### src/rtl/cgs_pkg.sv
package cgs_pkg;

    typedef enum logic [1:0] {
        SEQ_ARM   = 2'd0,
        SEQ_WAIT  = 2'd1,
        SEQ_DRIVE = 2'd2
    } seq_mode_e;

    localparam int SUP_LOGIC = 0;
    localparam int SUP_FLOAT = 1;
    localparam int SUP_COUNT = 2;

endpackage

### src/rtl/level_sync.sv
module level_sync #(
    parameter int                 WIDTH   = 1,
    parameter int                 STAGES  = 2,
    parameter logic [WIDTH-1:0]   RST_VAL = '0
) (
    input  logic             clk,
    input  logic             rst_n,
    input  logic [WIDTH-1:0] d_i,
    output logic [WIDTH-1:0] q_o
);

    logic [STAGES-1:0][WIDTH-1:0] chain_d, chain_q;

    always_comb begin
        chain_d[0] = d_i;
        for (int s = 1; s < STAGES; s++) begin
            chain_d[s] = chain_q[s-1];
        end
    end

    always_ff @(posedge clk or negedge rst_n) begin
        if (!rst_n) begin
            for (int s = 0; s < STAGES; s++) begin
                chain_q[s] <= RST_VAL;
            end
        end else begin
            chain_q <= chain_d;
        end
    end

    assign q_o = chain_q[STAGES-1];

endmodule

### src/rtl/supply_lock_latch.sv
module supply_lock_latch (
    input  logic clk,
    input  logic rst_n,
    input  logic rise_ok_i,
    input  logic fall_bad_i,
    output logic locked_o
);

    logic lock_d, lock_q;

    // falling flag dominates; neither flag keeps the state (hysteresis band)
    always_comb begin
        lock_d = lock_q;
        if (fall_bad_i) begin
            lock_d = 1'b1;
        end else if (rise_ok_i) begin
            lock_d = 1'b0;
        end
    end

    always_ff @(posedge clk or negedge rst_n) begin
        if (!rst_n) begin
            lock_q <= 1'b1;
        end else begin
            lock_q <= lock_d;
        end
    end

    assign locked_o = lock_q;

endmodule

### src/rtl/dt_len_sel.sv
module dt_len_sel #(
    parameter int CNT_W  = 8,
    parameter int MIN_DT = 46
) (
    input  logic [CNT_W-1:0] dt_set_i,
    output logic [CNT_W-1:0] len_m1_o
);

    localparam logic [CNT_W-1:0] FLOOR   = CNT_W'(MIN_DT);
    localparam logic [CNT_W-1:0] CNT_ONE = CNT_W'(1);

    logic [CNT_W-1:0] len;

    always_comb begin
        len      = (dt_set_i < FLOOR) ? FLOOR : dt_set_i;
        len_m1_o = len - CNT_ONE;
    end

endmodule

### src/rtl/comp_deadtime_seq.sv
module comp_deadtime_seq
    import cgs_pkg::*;
#(
    parameter int CNT_W       = 8,
    parameter int MIN_DT      = 46,
    parameter int SYNC_STAGES = 2
) (
    input  logic             clk,
    input  logic             rst_n,
    input  logic             pwm_i,
    input  logic             shdn_n_i,
    input  logic [CNT_W-1:0] dt_set_i,
    input  logic             lv_rise_ok_i,
    input  logic             lv_fall_bad_i,
    input  logic             hv_rise_ok_i,
    input  logic             hv_fall_bad_i,
    output logic             hs_en_o,
    output logic             ls_en_o,
    output logic             fault_o
);

    localparam logic [CNT_W-1:0] CNT_ONE = CNT_W'(1);

    typedef struct packed {
        seq_mode_e        mode;
        logic [CNT_W-1:0] cnt;
        logic             sel;
        logic             hs;
        logic             ls;
        logic             fault;
    } seq_reg_t;

    localparam seq_reg_t SEQ_RST = '{
        mode:  SEQ_ARM,
        cnt:   '0,
        sel:   1'b0,
        hs:    1'b0,
        ls:    1'b0,
        fault: 1'b1
    };

    // ---------------- synchronised phase and shutdown ----------------
    logic [1:0] sync_q;
    logic       pwm_s;
    logic       sd_act;

    level_sync #(
        .WIDTH   (2),
        .STAGES  (SYNC_STAGES),
        .RST_VAL (2'b00)
    ) u_sync (
        .clk   (clk),
        .rst_n (rst_n),
        .d_i   ({shdn_n_i, pwm_i}),
        .q_o   (sync_q)
    );

    assign pwm_s  = sync_q[0];
    assign sd_act = ~sync_q[1];

    // ---------------- per-supply hysteretic lockouts ----------------
    logic [SUP_COUNT-1:0] rise_v, fall_v, lock_v;
    logic                 lv_lock, hv_lock;

    always_comb begin
        rise_v[SUP_LOGIC] = lv_rise_ok_i;
        fall_v[SUP_LOGIC] = lv_fall_bad_i;
        rise_v[SUP_FLOAT] = hv_rise_ok_i;
        fall_v[SUP_FLOAT] = hv_fall_bad_i;
    end

    for (genvar g = 0; g < SUP_COUNT; g++) begin : g_sup
        supply_lock_latch u_lock (
            .clk        (clk),
            .rst_n      (rst_n),
            .rise_ok_i  (rise_v[g]),
            .fall_bad_i (fall_v[g]),
            .locked_o   (lock_v[g])
        );
    end

    assign lv_lock = lock_v[SUP_LOGIC];
    assign hv_lock = lock_v[SUP_FLOAT];

    // ---------------- dead-time length ----------------
    logic [CNT_W-1:0] len_m1;

    dt_len_sel #(
        .CNT_W  (CNT_W),
        .MIN_DT (MIN_DT)
    ) u_len (
        .dt_set_i (dt_set_i),
        .len_m1_o (len_m1)
    );

    // ---------------- sequencer ----------------
    seq_reg_t r_d, r_q;
    logic     blk_all;
    logic     restart;

    always_comb begin
        r_d     = r_q;
        blk_all = sd_act | lv_lock;
        // any blocking condition, a new phase level, or the post-reset arm
        // state reloads a full interval with both enables low
        restart = (r_q.mode == SEQ_ARM) | blk_all
                | (pwm_s & hv_lock) | (pwm_s != r_q.sel);

        if (restart) begin
            r_d.mode = SEQ_WAIT;
            r_d.cnt  = len_m1;
            r_d.sel  = pwm_s;
            r_d.hs   = 1'b0;
            r_d.ls   = 1'b0;
        end else if (r_q.mode == SEQ_WAIT) begin
            if (r_q.cnt == '0) begin
                r_d.mode = SEQ_DRIVE;
                r_d.hs   = r_q.sel;
                r_d.ls   = ~r_q.sel;
            end else begin
                r_d.cnt = r_q.cnt - CNT_ONE;
            end
        end

        r_d.fault = blk_all | hv_lock;
    end

    always_ff @(posedge clk or negedge rst_n) begin
        if (!rst_n) begin
            r_q <= SEQ_RST;
        end else begin
            r_q <= r_d;
        end
    end

    assign hs_en_o = r_q.hs;
    assign ls_en_o = r_q.ls;
    assign fault_o = r_q.fault;

endmodule

### config.mk
export PLATFORM = sky130hd
export DESIGN_NAME = comp_deadtime_seq
export DESIGN_NICKNAME = d
export VERILOG_FILES = /design/src/rtl/cgs_pkg.sv /design/src/rtl/level_sync.sv /design/src/rtl/supply_lock_latch.sv /design/src/rtl/dt_len_sel.sv /design/src/rtl/comp_deadtime_seq.sv
export SDC_FILE = /design/constraint.sdc
export NUM_CORES = 1
export LEC_CHECK = 0
export ABC_AREA = 1
export BUFFER_PORTS_ARGS = -buffer_cell sky130_fd_sc_hd__buf_4
export CAP_MARGIN = 20
export CORE_MARGIN = 3
export CORE_UTILIZATION = 59
export CTS_CLUSTER_SIZE = 8
export DETAILED_ROUTE_END_ITERATION = 10
export PLACE_DENSITY = 0.84
export SLEW_MARGIN = 30
export SYNTH_ARGS = -nofsm -noshare
export SYNTH_HDL_FRONTEND = slang
export SYNTH_SLANG_ARGS = --single-unit
### constraint.sdc
create_clock -name clk -period 4.3 [get_ports clk]
set_clock_uncertainty 0.1 [all_clocks]
set_input_delay 0.215 -clock clk [delete_from_list [all_inputs] [get_ports clk]]
set_output_delay 0.215 -clock clk [all_outputs]
set_load 0.03 [all_outputs]
* After elaboration in Yosys (flattened, before gate mapping) *
Index checks and enable logic that the tools add are counted.

word-level totals
  bits in registers = 20
  latch bits = 0
  bits in writable memories = 0
  ROM bits = 0
  input port bits = 16
  word-level logic and storage cells = 44
  memories = 0

cells by class
  $add $sub $neg = 2
  $mul = 0
  divide/modulo/power cells = 0
  magnitude comparators = 1
  eq/ne operators = 3
  shift operators = 0
  mux-type cells = 12
  bitwise logic cells = 8
  reductions and logical operators = 8

operators by type and width
  kind                 number
  $mux 10              2
  $mux 8               2
  $sub 8x1->8 const B  2
  $logic_not 8->1      1
  $lt 8x6->1 const B   1
  $mux 2               4
  $reduce_bool 2->1    4
  $or 1x1->1           5
  $mux 1               4
  $reduce_and 2->1     2
  $eq 2x1->1 const B   1
  $logic_not 2->1      1
  $ne 2x2->1 const B   1
  $not 1->1            2
  $and 1x1->1          1
  $ne 1x1->1           1

* Logic depth before layout (Yosys ltp) *
Gate-level depths: netlist (run 1).

  depth after elaboration = 7
  mapped depth = 14
  depth with buffers taken out = 14

* Cells and area by module *
A second synthesis (run 1) with hierarchy kept.

second synthesis, totals
  cell total of the unflattened synthesis = 190
  area total of the unflattened synthesis = 1308.8 um^2

modules (own cells, without submodules)
  module             times used  cells an instance  area each (um^2)
  comp_deadtime_seq  1           131                885.8
  dt_len_sel         1           45                 240.2
  level_sync         1           4                  100.1
  supply_lock_latch  2           5                  41.3

* Least setup slack after synthesis (run 1) *
No wires, ideal clock.

  path type = reg2reg
  from = register g_sup[1].u_lock.lock_q
  to = register r_q[6] (netlist bit)
  data arrival time = 1.634 ns
  required time = 4.074 ns
  setup slack = 2.440 ns
  cell stages (with the launch flop) = 12
  period minus slack after synthesis = 1.860 ns
  cell sequence = dfstp_2 > inv_1 > nand2_1 > nand2_2 > nand3_4 > inv_2 > o21ai_2 > inv_1 > ha_1 > xnor2_1 > nand2_1 > o21ai_0

on the way
  longest elaborated chain between the ends = 5
  elaborated cells between the ends (all ways) = 7
  those cells by class = 1 x eq/ne; 1 x mux; 3 x bitwise; 2 x reduce/logical

RTL lines
  element                                                           RTL line                  source
  from (decl)                                                       supply_lock_latch.sv:9    logic lock_d, lock_q;
  from (signal assigned)                                            supply_lock_latch.sv:25   lock_q <= lock_d;
  $and 1x1->1 (*)                                                   comp_deadtime_seq.sv:107  | (pwm_s & hv_lock) | (pwm_s != r_q.sel);
  $or 1x1->1 (*) (2 in series)                                      comp_deadtime_seq.sv:107
  $ne 2x2->1 (no source line) or $reduce_bool 2->1 (tied branches)  n/a
  $reduce_and 2->1 (no source line)                                 n/a
  to (signal assigned)                                              comp_deadtime_seq.sv:132  r_q <= r_d;
  to (decl)                                                         comp_deadtime_seq.sv:97   seq_reg_t r_d, r_q;

Mark *: on every way between the ends. The rest lies on a longest branch, timed or not.
A chain may end at the register's enable or synchronous reset.

* Worst setup path in the final report (run 1) *
Ends and elaborated chain as after synthesis.

==> results of run 1 <==
stage by stage:
step	power, mW	worst slack [ns]	cells	hold slack, ns
after CTS	0.452	2.17	207	0.0136
final	0.452	2.16	207	0.0119
after detailed placement	0.293	2.20	197	0.00216
after global placement	0.290	2.26	197	0.000533
after floorplan	0.266	2.44	156	-0.181
after global routing	0.472	1.95	207	0.0169
power by group through the flow:
stage                     Combinational (mW)  Clock (mW)  Sequential [mW]
after detailed placement              0.0767           0            0.217
after global placement                0.0741           0            0.216
final                                 0.0827       0.156            0.213
after global routing                  0.0939       0.163            0.215
after floorplan                       0.0512           0            0.215
after CTS                             0.0820       0.157            0.213
cell type report:
cell class / instances / area (um2) / area share, %
Clock inverter: 1 / 30.0 / 2.11
Inverter: 24 / 90.1 / 6.32
Clock buffer: 3 / 22.5 / 1.58
Multi-Input combinational cell: 110 / 553 / 38.8
Sequential cell: 20 / 504 / 35.4
Tap cell: 25 / 31.3 / 2.19
Timing Repair Buffer: 24 / 195 / 13.7
path summary, 6_finish.rpt:
path                                           from                       end  slack [ns]
max                        g_sup[1].u_lock.locked_o                    r_q[6]        2.16
min                                   hv_fall_bad_i  g_sup[1].u_lock.locked_o        0.01
max reg2reg                g_sup[1].u_lock.locked_o                    r_q[6]        2.16
min reg2reg                       u_sync.chain_d[2]             u_sync.q_o[0]        0.26
max in group asynchronous                     rst_n  g_sup[1].u_lock.locked_o        3.62
min in group asynchronous                     rst_n                    r_q[3]        0.21
placed cells by master (no fill, tap or decap), drive strengths merged:
cell type    instances
dlygate4sd3          6
nor3                 1
nand2               62
o21bai               2
o31ai                1
dfstp                3
a31oi                1
nand4                4
ha                   1
nand3               11
a21oi                1
dfrtp               17
o21ai               10
bufinv               1
xnor2                1
inv                 24
clkbuf               3
a21boi               1
buf                 18
nor2                14
worst register-to-register path, cell delays in order (launching register included):
cell     delay (ns)
dfstp_2        0.53
inv_1          0.05
nand2_1        0.06
nand2_2        0.09
nand3_4        0.21
inv_2          0.12
o21ai_2        0.26
inv_1          0.07
ha_1           0.27
xnor2_1        0.15
nand2_1        0.06
o21ai_0        0.07
flip-flops by register name, summed over array words and instances (netlist names):
signal,flops
fault_o,1
ls_en_o,1
u_sync.chain_d,2
hs_en_o,1
r_q,11
u_sync.q_o,2
g_sup.u_lock.locked_o,2
logic make-up (layout without fill, tap and decap cells):
group,after synthesis,count (layout),synth area share (%)
fa+ha+maj,1,1,1.08
xor+xnor,1,1,0.753
flops,20,20,43.3
compound gates,16,16,9.79
simple gates,92,92,35.9
buf+inv,26,52,9.14
routing by layer:
| metal | up-vias | track usage (%) | wire, um |
|---|---|---|---|
| met5 | - | 0 | 0 |
| met4 | 0 | 8.97 | 48 |
| met3 | 7 | 3.56 | 117 |
| met2 | 27 | 40.9 | 1270 |
| met1 | 509 | 26.3 | 1080 |
| li1 | 541 | - | - |
what timing repair did:
action,CTS,global route
hold buffers,6,0
buffers inserted,0,0
gates resized for setup,0,0
hold endpoints to repair,24,0
setup endpoints to repair,0,0
==> results by group, run 1 <==
Outcome
  • Status: complete, no violations

Timing
  • Final worst-path cycle share: 49.7%
  • Worst slew margin: 82.1%
  • Final Hold Fails: 0
  • F_max: 0.468 GHz
  • Max-slew violations: 0
  • RSZ-0062 raised after global routing: no
  • Tmin final: 2.14 ns
  • Setup TNS: 0 ns
  • Final setup violation count: 0
  • Worst-Margin Slew: 0.268 ns

Finish
  • Final core occ: 79.2%
  • Nets: 200
  • Syn-to-layout area delta: 22.6%
  • Fill count: 125
  • Final Cell Area: 0.00143 mm2
  • Ant. Diodes: 0
  • Fraction of layout cells with a size suffix above 1: 23.1%

Critical path
  • CP endpoint kind: flip-flop
  • Crit-path cells: inv_1 > nand2_1 > nand2_2 > nand3_4 > inv_2 > o21ai_2 > inv_1 > ha_1 > xnor2_1 > nand2_1 > o21ai_0
  • Critical path's slowest cell: dfstp_2
  • Worst path required time: 4.40 ns
  • Worst setup SP type: flip-flop
  • Data arrival time of the critical path: 2.24 ns
  • Cells on worst reg2reg path: 11
  • Delay-heaviest family, CP: flip-flops
  • Worst-path fanout max: 15
  • Max incr delay on CP: 0.53 ns
  • Worst path bufs/invs: 3
  • CP Class: reg -> reg
  • Worst path depth: 11

Yosys
  • Library cells used by synthesis: 24
  • Top cell type's share of synthesized area: 36.6%
  • Syn_nets: 173
  • Yosys reg bits: 20
  • Syn Inst Count: 156
  • Count leader, synth: nand2_1
  • Post-synth EDFFs: 0
  • Synth warn: 0
  • Mean Syn Cell Area: 7.46 um2
  • Most used DFF post-synth: dfrtp_1
  • Cell area after synthesis: 0.00116 mm2
  • Synth top area cells: dfrtp_1 (37%), nand2_1 (19%), dfstp_2 (6.8%)
  • Ys async rst share: 100%
  • Area leader, netlist: dfrtp_1
  • Synth cell count leaders: nand2_1 (58), inv_1 (20), dfrtp_1 (17)
  • Sequential area share after synthesis: 43.3%

Clock network
  • CTS sink count: 20
  • Reg clk slew, reported paths: 0.11 ns
  • Clk_lat worst skew: 0.31 ns
  • Clock buffer depth: 2
  • Clock root buffer: clkbuf_4
  • TritonCTS clock tree: built
  • CTS buffer count: 3
  • H-tree depth: 1

Global routing
  • Overflow after GRT: 0
  • Largest net degree at the start of global routing: 21
  • First-pass GRT wire length: 4310 um
  • Vias in the first global route: 1033
  • Initial antenna violation count: 0
  • GRT Total Usage: 22.6%

Floorplan
  • Die height: 50.4 um
  • Initial Util: 64.6%
  • Die area: 0.00254 mm2
  • Die W: 50.4 um
  • # rows: 15
  • Placeable Area: 0.00180 mm2
  • Top Ports: 19

Power and ir drop
  • Comb pwr share: 18.3%
  • Internal power: 330 uW
  • Leak Pwr: 0.757 nW
  • Clock power share: 34.5%
  • Psw: 122 uW
  • Reg power frac: 47.2%
  • Switching Share: 26.9%
  • Pwr/cell area: 317 mW/mm2
  • Peak supply drop: 277 uV

Detailed routing
  • Wire per inst: 12.2 um
  • Initial DRT Pass Iterations: 4
  • Vias per inst: 5.24
  • Post-route DRC: 0
  • Initial DRC count: 24
  • Routed vias: 1084
  • Final ANT Viol Nets: 0
  • WL final: 2520 um

Min path
  • Worst hold path class: in -> reg
  • Hold depth: 2

Placed design
  • Area after DPL: 0.00131 mm2
  • Number of port buffers: 18
  • RePlAce Congestion: 0.896
  • DP HPWL: 1850 um

Job
  • Max Cap Viol: 0
Power figures use the tool's default switching activity.
==> run 2, diff against run 1 <==
--- a/config.mk
+++ b/config.mk
@@ -5,14 +5,14 @@
 export SDC_FILE = /design/constraint.sdc
 export NUM_CORES = 1
 export LEC_CHECK = 0
-export ABC_AREA = 1
+export ABC_AREA = 0
 export BUFFER_PORTS_ARGS = -buffer_cell sky130_fd_sc_hd__buf_4
 export CAP_MARGIN = 20
 export CORE_MARGIN = 3
-export CORE_UTILIZATION = 59
+export CORE_UTILIZATION = 50
 export CTS_CLUSTER_SIZE = 8
 export DETAILED_ROUTE_END_ITERATION = 10
-export PLACE_DENSITY = 0.84
+export PLACE_DENSITY = 0.76
 export SLEW_MARGIN = 30
 export SYNTH_ARGS = -nofsm -noshare
 export SYNTH_HDL_FRONTEND = slang
==> constraint.sdc (replaced) <==
create_clock -name clk -period 1.75 [get_ports clk]
set_clock_uncertainty 0.1 [all_clocks]
set_input_delay 0.0875 -clock clk [delete_from_list [all_inputs] [get_ports clk]]
set_output_delay 0.0875 -clock clk [all_outputs]
set_load 0.03 [all_outputs]
==> results by group, run 2 <==
Outcome
  • Status: finished, violations left (was complete, no violations)
  • Failing checks: negative setup slack

Critical path
  • Critical R2R Capture: r_q[8] (was r_q[6])
  • Worst Setup EP: r_q[8] (was r_q[6])
  • Worst path required time: 1.85 ns (was 4.40 ns)
  • Crit-path cells: and3b_2 > buf_6 > o211ai_4 > mux2_4 > inv_4 > ha_4 > nand3_4 > mux2i_4 > mux2i_1 > a21oi_1 (was inv_1 > nand2_1 > nand2_2 > nand3_4 > inv_2 > o21ai_2 > inv_1 > ha_1 > xnor2_1 > nand2_1 > o21ai_0)
  • Critical path's slowest cell: dfstp_2 (unchanged)
  • Worst path depth: 10 (was 11)
  • Critical Path Source: g_sup[1].u_lock.locked_o (unchanged)
  • Delay-heaviest family, CP: multiplexers (was flip-flops)
  • Worst setup SP type: flip-flop (unchanged)
  • Data arrival time of the critical path: 2.52 ns (was 2.24 ns)
  • Reg-to-reg setup timing slack: -0.66 ns (was 2.16 ns)
  • Worst-path fanout max: 3 (was 15)
  • Cells on worst reg2reg path: 10 (was 11)
  • Worst path bufs/invs: 2 (was 3)
  • CP endpoint kind: flip-flop (unchanged)
  • CP Class: reg -> reg (unchanged)
  • Max incr delay on CP: 0.55 ns (was 0.53 ns)
  • Reg2reg start: g_sup[1].u_lock.locked_o (unchanged)

Floorplan
  • Die height: 55.0 um (was 50.4 um)
  • Top Ports: 19 (unchanged)
  • Die area: 0.00302 mm2 (was 0.00254 mm2)
  • # rows: 17 (was 15)
  • Initial Util: 53.2% (was 64.6%)
  • Placeable Area: 0.00225 mm2 (was 0.00180 mm2)
  • Die W: 55.0 um (was 50.4 um)

Finish
  • Leading cell type in the layout, fill and taps excluded: buf_4 (was nand2_1)
  • Register with the most flip-flops: r_q (unchanged)
  • Nets: 202 (was 200)
  • Fraction of layout cells with a size suffix above 1: 48.4% (was 23.1%)
  • Commonest non-fill, non-tap cells in the layout: buf_4 (47), dfrtp_1 (17), nor2_1 (13), dlygate4sd3_1 (7) (was nand2_1 (58), inv_1 (20), buf_4 (18), dfrtp_1 (17))
  • Syn-to-layout area delta: 54.6% (was 22.6%)
  • Ant. Diodes: 0 (unchanged)
  • Final Cell Area: 0.00186 mm2 (was 0.00143 mm2)
  • Final core occ: 82.3% (was 79.2%)
  • Max FFs per register: 11 (unchanged)

Yosys
  • Syn Inst Count: 124 (was 156)
  • Area leader, netlist: dfrtp_1 (unchanged)
  • Yosys reg bits: 20 (unchanged)
  • Mean Syn Cell Area: 9.68 um2 (was 7.46 um2)
  • Post-synth EDFFs: 0 (unchanged)
  • Count leader, synth: dfrtp_1 (was nand2_1)
  • Top cell type's share of synthesized area: 35.5% (was 36.6%)
  • Synth warn: 0 (unchanged)
  • Most used DFF post-synth: dfrtp_1 (unchanged)
  • Synth cell count leaders: dfrtp_1 (17), nor2_1 (14), o21ai_0 (8) (was nand2_1 (58), inv_1 (20), dfrtp_1 (17))
  • Cell area after synthesis: 0.00120 mm2 (was 0.00116 mm2)
  • Synth top area cells: dfrtp_1 (35%), dfstp_2 (6.6%), nor2_1 (4.4%) (was dfrtp_1 (37%), nand2_1 (19%), dfstp_2 (6.8%))
  • Sequential area share after synthesis: 42.0% (was 43.3%)
  • Library cells used by synthesis: 48 (was 24)
  • Syn_nets: 141 (was 173)
  • Ys async rst share: 100% (unchanged)

Job
  • Max Cap Viol: 0 (unchanged)

Global routing
  • GRT Total Usage: 27.2% (was 22.6%)
  • Vias in the first global route: 1232 (was 1033)
  • Overflow after GRT: 0 (unchanged)
  • First-pass GRT wire length: 5820 um (was 4310 um)
  • Largest net degree at the start of global routing: 21 (unchanged)
  • Initial antenna violation count: 0 (unchanged)

Detailed routing
  • Vias per inst: 6.03 (was 5.24)
  • Routed vias: 1278 (was 1084)
  • Post-route DRC: 0 (unchanged)
  • Final ANT Viol Nets: 0 (unchanged)
  • WL final: 3940 um (was 2520 um)
  • Wire per inst: 18.6 um (was 12.2 um)
  • Initial DRT Pass Iterations: 4 (unchanged)
  • Initial DRC count: 42 (was 24)

Clock network
  • Clock buffer depth: 2 (unchanged)
  • CTS buffer count: 3 (unchanged)
  • TritonCTS clock tree: built (unchanged)
  • Clock root buffer: clkbuf_4 (unchanged)
  • H-tree depth: 1 (unchanged)
  • Clk_lat worst skew: 0.31 ns (about the same)
  • CTS sink count: 20 (unchanged)
  • Reg clk slew, reported paths: 0.11 ns (about the same)

Placed design
  • Worst slack, placed: -0.736 ns (was 2.20 ns)
  • DP HPWL: 2550 um (was 1850 um)
  • Area after DPL: 0.00159 mm2 (was 0.00131 mm2)
  • RePlAce Congestion: 0.881 (was 0.896)
  • Number of port buffers: 18 (unchanged)

Timing
  • Final worst slack: -0.662 ns (was 2.16 ns)
  • Setup TNS: -3.81 ns (was 0 ns)
  • Tmin final: 2.41 ns (was 2.14 ns)
  • Final worst-path cycle share: 138% (was 49.7%)
  • Final setup violation count: 8 (was 0)
  • F_max: 0.415 GHz (was 0.468 GHz)
  • RSZ-0062 raised after global routing: yes (was no)
  • Worst-Margin Slew: 0.370 ns (was 0.268 ns)
  • Final Hold Fails: 0 (unchanged)
  • Worst slew margin: 75.1% (was 82.1%)
  • Max-slew violations: 0 (unchanged)

Min path
  • Worst hold path class: in -> async (was in -> reg)

Power and ir drop
  • Peak supply drop: 563 uV (was 277 uV)
  • Total power: 1.11 mW (was 452 uW)
  • Leak Pwr: 0.834 nW (was 0.757 nW)
  • Pwr/cell area: 599 mW/mm2 (was 317 mW/mm2)
-- run 2: final cells by class --
cell class | count | area [um2]
Multi-Input combinational cell | 95 | 768
Sequential cell | 20 | 504
Timing Repair Buffer | 60 | 490
Fill cell | 129 | 399
Clock buffer | 4 | 36.3
Tap cell | 28 | 35.0
Inverter | 5 | 21.3
-- run 2: worst min-delay path by stage --
stage	cells past startpoint	startpoint	slack, ns	endpoint
global route	2	rst_n	0.11	u_sync.q_o[0]
detailed placement	1	rst_n	-0.12	ls_en_o
floorplan	0	rst_n	-0.31	hs_en_o
CTS	2	rst_n	0.09	u_sync.q_o[0]
finish	2	rst_n	0.09	ls_en_o
global placement	1	rst_n	-0.12	ls_en_o
-- run 2: repair_timing --
action / 4_1_cts / 5_1_grt
setup buffers: 6 / 2
hold endpoints to repair: 24 / 0
resized for setup: 15 / 14
hold buffers: 7 / 0
pin swaps: 9 / 10
endpoints found under the setup margin: 8 / 11
-- run 2: logic make-up (layout without fill, tap and decap cells) --
kind of cell	count (synthesis)	in the layout	synth area share, %
simple gates	52	52	22.8
flops	20	20	42.0
fa+ha+maj	1	1	1.04
mux	9	9	8.24
buf+inv	9	69	3.23
compound gates	33	33	22.6
-- run 2: through the flow --
step | instances | hold slack (ns)
floorplan | 124 | -0.308
global placement | 196 | -0.123
detailed placement | 196 | -0.118
CTS | 212 | 0.0900
global route | 212 | 0.107
finish | 212 | 0.0888
-- run 2: metal layers --
layer	GRT usage (%)	vias up	wire length, um
li1	-	585	-
met1	33.6	616	1500
met2	47.8	64	2110
met3	6.17	13	237
met4	6.48	0	85
met5	0	-	0
-- run 2: worst register-to-register path, cell delays in order, from the launching register on --
cell      delay [ns]
dfstp_2         0.55
and3b_2         0.22
buf_6           0.12
o211ai_4        0.19
mux2_4          0.35
inv_4           0.07
ha_4            0.17
nand3_4         0.08
mux2i_4         0.18
mux2i_1         0.20
a21oi_1         0.08
-- run 2: where the power goes --
part,switching [mW],internal [mW],total (mW)
clock,0.145,0.127,0.272
sequential,0.0354,0.494,0.530
combinational,0.149,0.160,0.310
==> run 3, diff against run 2 <==
--- a/config.mk
+++ b/config.mk
@@ -6,7 +6,7 @@
 export NUM_CORES = 1
 export LEC_CHECK = 0
 export ABC_AREA = 0
-export BUFFER_PORTS_ARGS = -buffer_cell sky130_fd_sc_hd__buf_4
+export BUFFER_PORTS_ARGS = -buffer_cell sky130_fd_sc_hd__buf_2
 export CAP_MARGIN = 20
 export CORE_MARGIN = 3
 export CORE_UTILIZATION = 50
==> results by group, run 3 (synthesis results as in run 2) <==
Timing
  • Tmin final: 2.49 ns (was 2.41 ns)
  • Final worst-path cycle share: 142% (was 138%)
  • Worst slew margin: 64.3% (was 75.1%)
  • RSZ-0062 raised after global routing: yes (unchanged)
  • Final Hold Fails: 0 (unchanged)
  • Setup TNS: -4.11 ns (was -3.81 ns)
  • Final setup violation count: 8 (unchanged)
  • Hold slack: 0.149 ns (was 0.0888 ns)
  • F_max: 0.401 GHz (was 0.415 GHz)
  • Worst-Margin Slew: 0.531 ns (was 0.370 ns)
  • Final worst slack: -0.741 ns (was -0.662 ns)
  • Max-slew violations: 0 (unchanged)

Finish
  • Commonest non-fill, non-tap cells in the layout: buf_4 (30), buf_2 (18), dfrtp_1 (17), nor2_1 (14), dlygate4sd3_1 (7) (was buf_4 (47), dfrtp_1 (17), nor2_1 (13), dlygate4sd3_1 (7))
  • Ant. Diodes: 0 (unchanged)
  • Max FFs per register: 11 (unchanged)
  • Fraction of layout cells with a size suffix above 1: 46.7% (was 48.4%)
  • Leading cell type in the layout, fill and taps excluded: buf_4 (unchanged)
  • Syn-to-layout area delta: 50.8% (was 54.6%)
  • Final Cell Area: 0.00181 mm2 (was 0.00186 mm2)
  • Nets: 202 (unchanged)
  • Reg area: 504 um2 (unchanged)
  • Register with the most flip-flops: r_q (unchanged)
  • Area occupied by multi-input gates: 771 um2 (was 768 um2)
  • Fill count: 144 (was 129)
  • Final cell count without fillers: 212 (unchanged)

Global routing
  • Largest net degree at the start of global routing: 21 (unchanged)
  • First-pass GRT wire length: 5550 um (was 5820 um)
  • Met2 usage: 41.9% (was 47.8%)
  • Initial antenna violation count: 0 (unchanged)
  • GRT Total Usage: 26.2% (was 27.2%)
  • Met3 usage: 6.70% (was 6.17%)
  • Overflow after GRT: 0 (unchanged)
  • Top Usage Layer GRT: met2 (unchanged)
  • Vias in the first global route: 1194 (was 1232)
  • GRT met1 Usage: 34.2% (was 33.6%)

Placed design
  • Worst slack, placed: -0.681 ns (was -0.736 ns)
  • RePlAce Congestion: 0.834 (was 0.881)
  • Number of port buffers: 18 (unchanged)
  • Area after DPL: 0.00156 mm2 (was 0.00159 mm2)
  • DP HPWL: 2410 um (was 2550 um)
  • Placed insts: 197 (was 196)

Critical path
  • CP Class: reg -> reg (unchanged)
  • Critical R2R Capture: r_q[10] (was r_q[8])
  • Critical Path Source: g_sup[1].u_lock.locked_o (unchanged)
  • CP endpoint kind: flip-flop (unchanged)
  • Crit-path cells: and3b_2 > buf_6 > o211ai_4 > mux2_4 > inv_4 > ha_4 > buf_4 > a31oi_1 > o21ai_1 > nand3_1 (was and3b_2 > buf_6 > o211ai_4 > mux2_4 > inv_4 > ha_4 > nand3_4 > mux2i_4 > mux2i_1 > a21oi_1)
  • Critical path's slowest cell: dfstp_2 (unchanged)
  • Worst path required time: 1.83 ns (was 1.85 ns)
  • Worst Setup EP: r_q[10] (was r_q[8])
  • Worst setup SP type: flip-flop (unchanged)
  • Cells on worst reg2reg path: 10 (unchanged)
  • Data arrival time of the critical path: 2.57 ns (was 2.52 ns)
  • Reg-to-reg setup timing slack: -0.74 ns (was -0.66 ns)
  • Max incr delay on CP: 0.56 ns (was 0.55 ns)
  • Reg2reg start: g_sup[1].u_lock.locked_o (unchanged)
  • Worst-path fanout max: 5 (was 3)

Min path
  • Worst hold path class: in -> async (unchanged)

Clock network
  • TritonCTS clock tree: built (unchanged)
  • Clock root buffer: clkbuf_4 (unchanged)
  • CTS sink count: 20 (unchanged)
  • Clk_lat worst skew: 0.31 ns (about the same)
  • Reg clk slew, reported paths: 0.12 ns (was 0.11 ns)
  • Clock buffer depth: 2 (unchanged)
  • CTS buffer count: 3 (unchanged)
  • H-tree depth: 1 (unchanged)

Floorplan
  • Die area: 0.00302 mm2 (unchanged)
  • Placeable Area: 0.00225 mm2 (unchanged)
  • Top Ports: 19 (unchanged)
  • Initial Util: 53.2% (unchanged)
  • Die height: 55.0 um (unchanged)
  • # rows: 17 (unchanged)
  • Die W: 55.0 um (unchanged)

Outcome
  • Status: finished, violations left (unchanged)
  • Failing checks: negative setup slack (unchanged)

Detailed routing
  • WL final: 4020 um (was 3940 um)
  • Post-route DRC: 0 (unchanged)
  • Routed vias: 1313 (was 1278)
  • Initial DRT Pass Iterations: 4 (unchanged)
  • Final ANT Viol Nets: 0 (unchanged)
  • Wire per inst: 19.0 um (was 18.6 um)
  • Initial DRC count: 47 (was 42)
  • Vias per inst: 6.19 (was 6.03)

Power and ir drop
  • Leak Pwr: 0.826 nW (was 0.834 nW)
  • Pwr/cell area: 611 mW/mm2 (was 599 mW/mm2)
  • Peak supply drop: 549 uV (was 563 uV)

Job
  • Max Cap Viol: 0 (unchanged)
[run 3: per-layer routing]
layer,vias up,share of wire (%),wire length (um)
li1,586,-,-
met1,635,38,1520
met2,79,52,2110
met3,13,7.6,304
met4,0,2.3,91
met5,-,0,0
[run 3: per-stage QoR]
step / power [mW] / utilization, %
2_1_floorplan: 0.637 / -
3_3_place_gp: 0.743 / 69.0
3_5_place_dp: 0.754 / 69.0
4_1_cts: 1.05 / 75.1
5_1_grt: 1.15 / 80.2
6_report: 1.10 / 80.2
[run 3: what timing repair did]
action                                 in CTS  in global routing
hold buffers                                7                  0
gates resized for setup                     9                 17
pin swaps                                   7                  7
setup buffers                               1                  4
setup endpoints to repair                   8                  9
endpoints found under the hold margin      24                  0
[run 3: critical path, delay by kind of cell, from the launching register on]
| kind | cells | cell delay (ns) |
|---|---|---|
| flip-flops | 1 | 0.56 |
| AO/OA/AOI/OAI | 3 | 0.49 |
| multiplexers | 1 | 0.36 |
| AND/OR/NAND/NOR | 2 | 0.35 |
| buffers and inverters | 3 | 0.34 |
| adder cells (fa/ha/maj) | 1 | 0.16 |
[run 3: final cells by class]
type                            instances  area share, %
Clock buffer                            4           2.01
Inverter                                5           1.18
Multi-Input combinational cell         95           42.6
Sequential cell                        20           27.9
Tap cell                               28           1.94
Timing Repair Buffer                   60           24.4
[run 3: how the worst min path moves through the flow]
stage                startpoint           endpoint  slack, ns
floorplan                 rst_n            hs_en_o      -0.31
detailed placement        rst_n            hs_en_o      -0.04
global route        dt_set_i[7]            r_q[11]       0.18
CTS                 dt_set_i[3]             r_q[8]       0.15
global placement          rst_n            ls_en_o      -0.05
finish                    rst_n  u_sync.chain_d[2]       0.15
[run 3: power breakdown]
| group | leakage (nW) | switching (mW) | internal (mW) | total (mW) |
|---|---|---|---|---|
| Combinational | 0.572 | 0.148 | 0.148 | 0.297 |
| Clock | 0.0210 | 0.154 | 0.127 | 0.281 |
| Sequential | 0.233 | 0.0324 | 0.495 | 0.527 |
| Total | 0.826 | 0.334 | 0.770 | 1.10 |
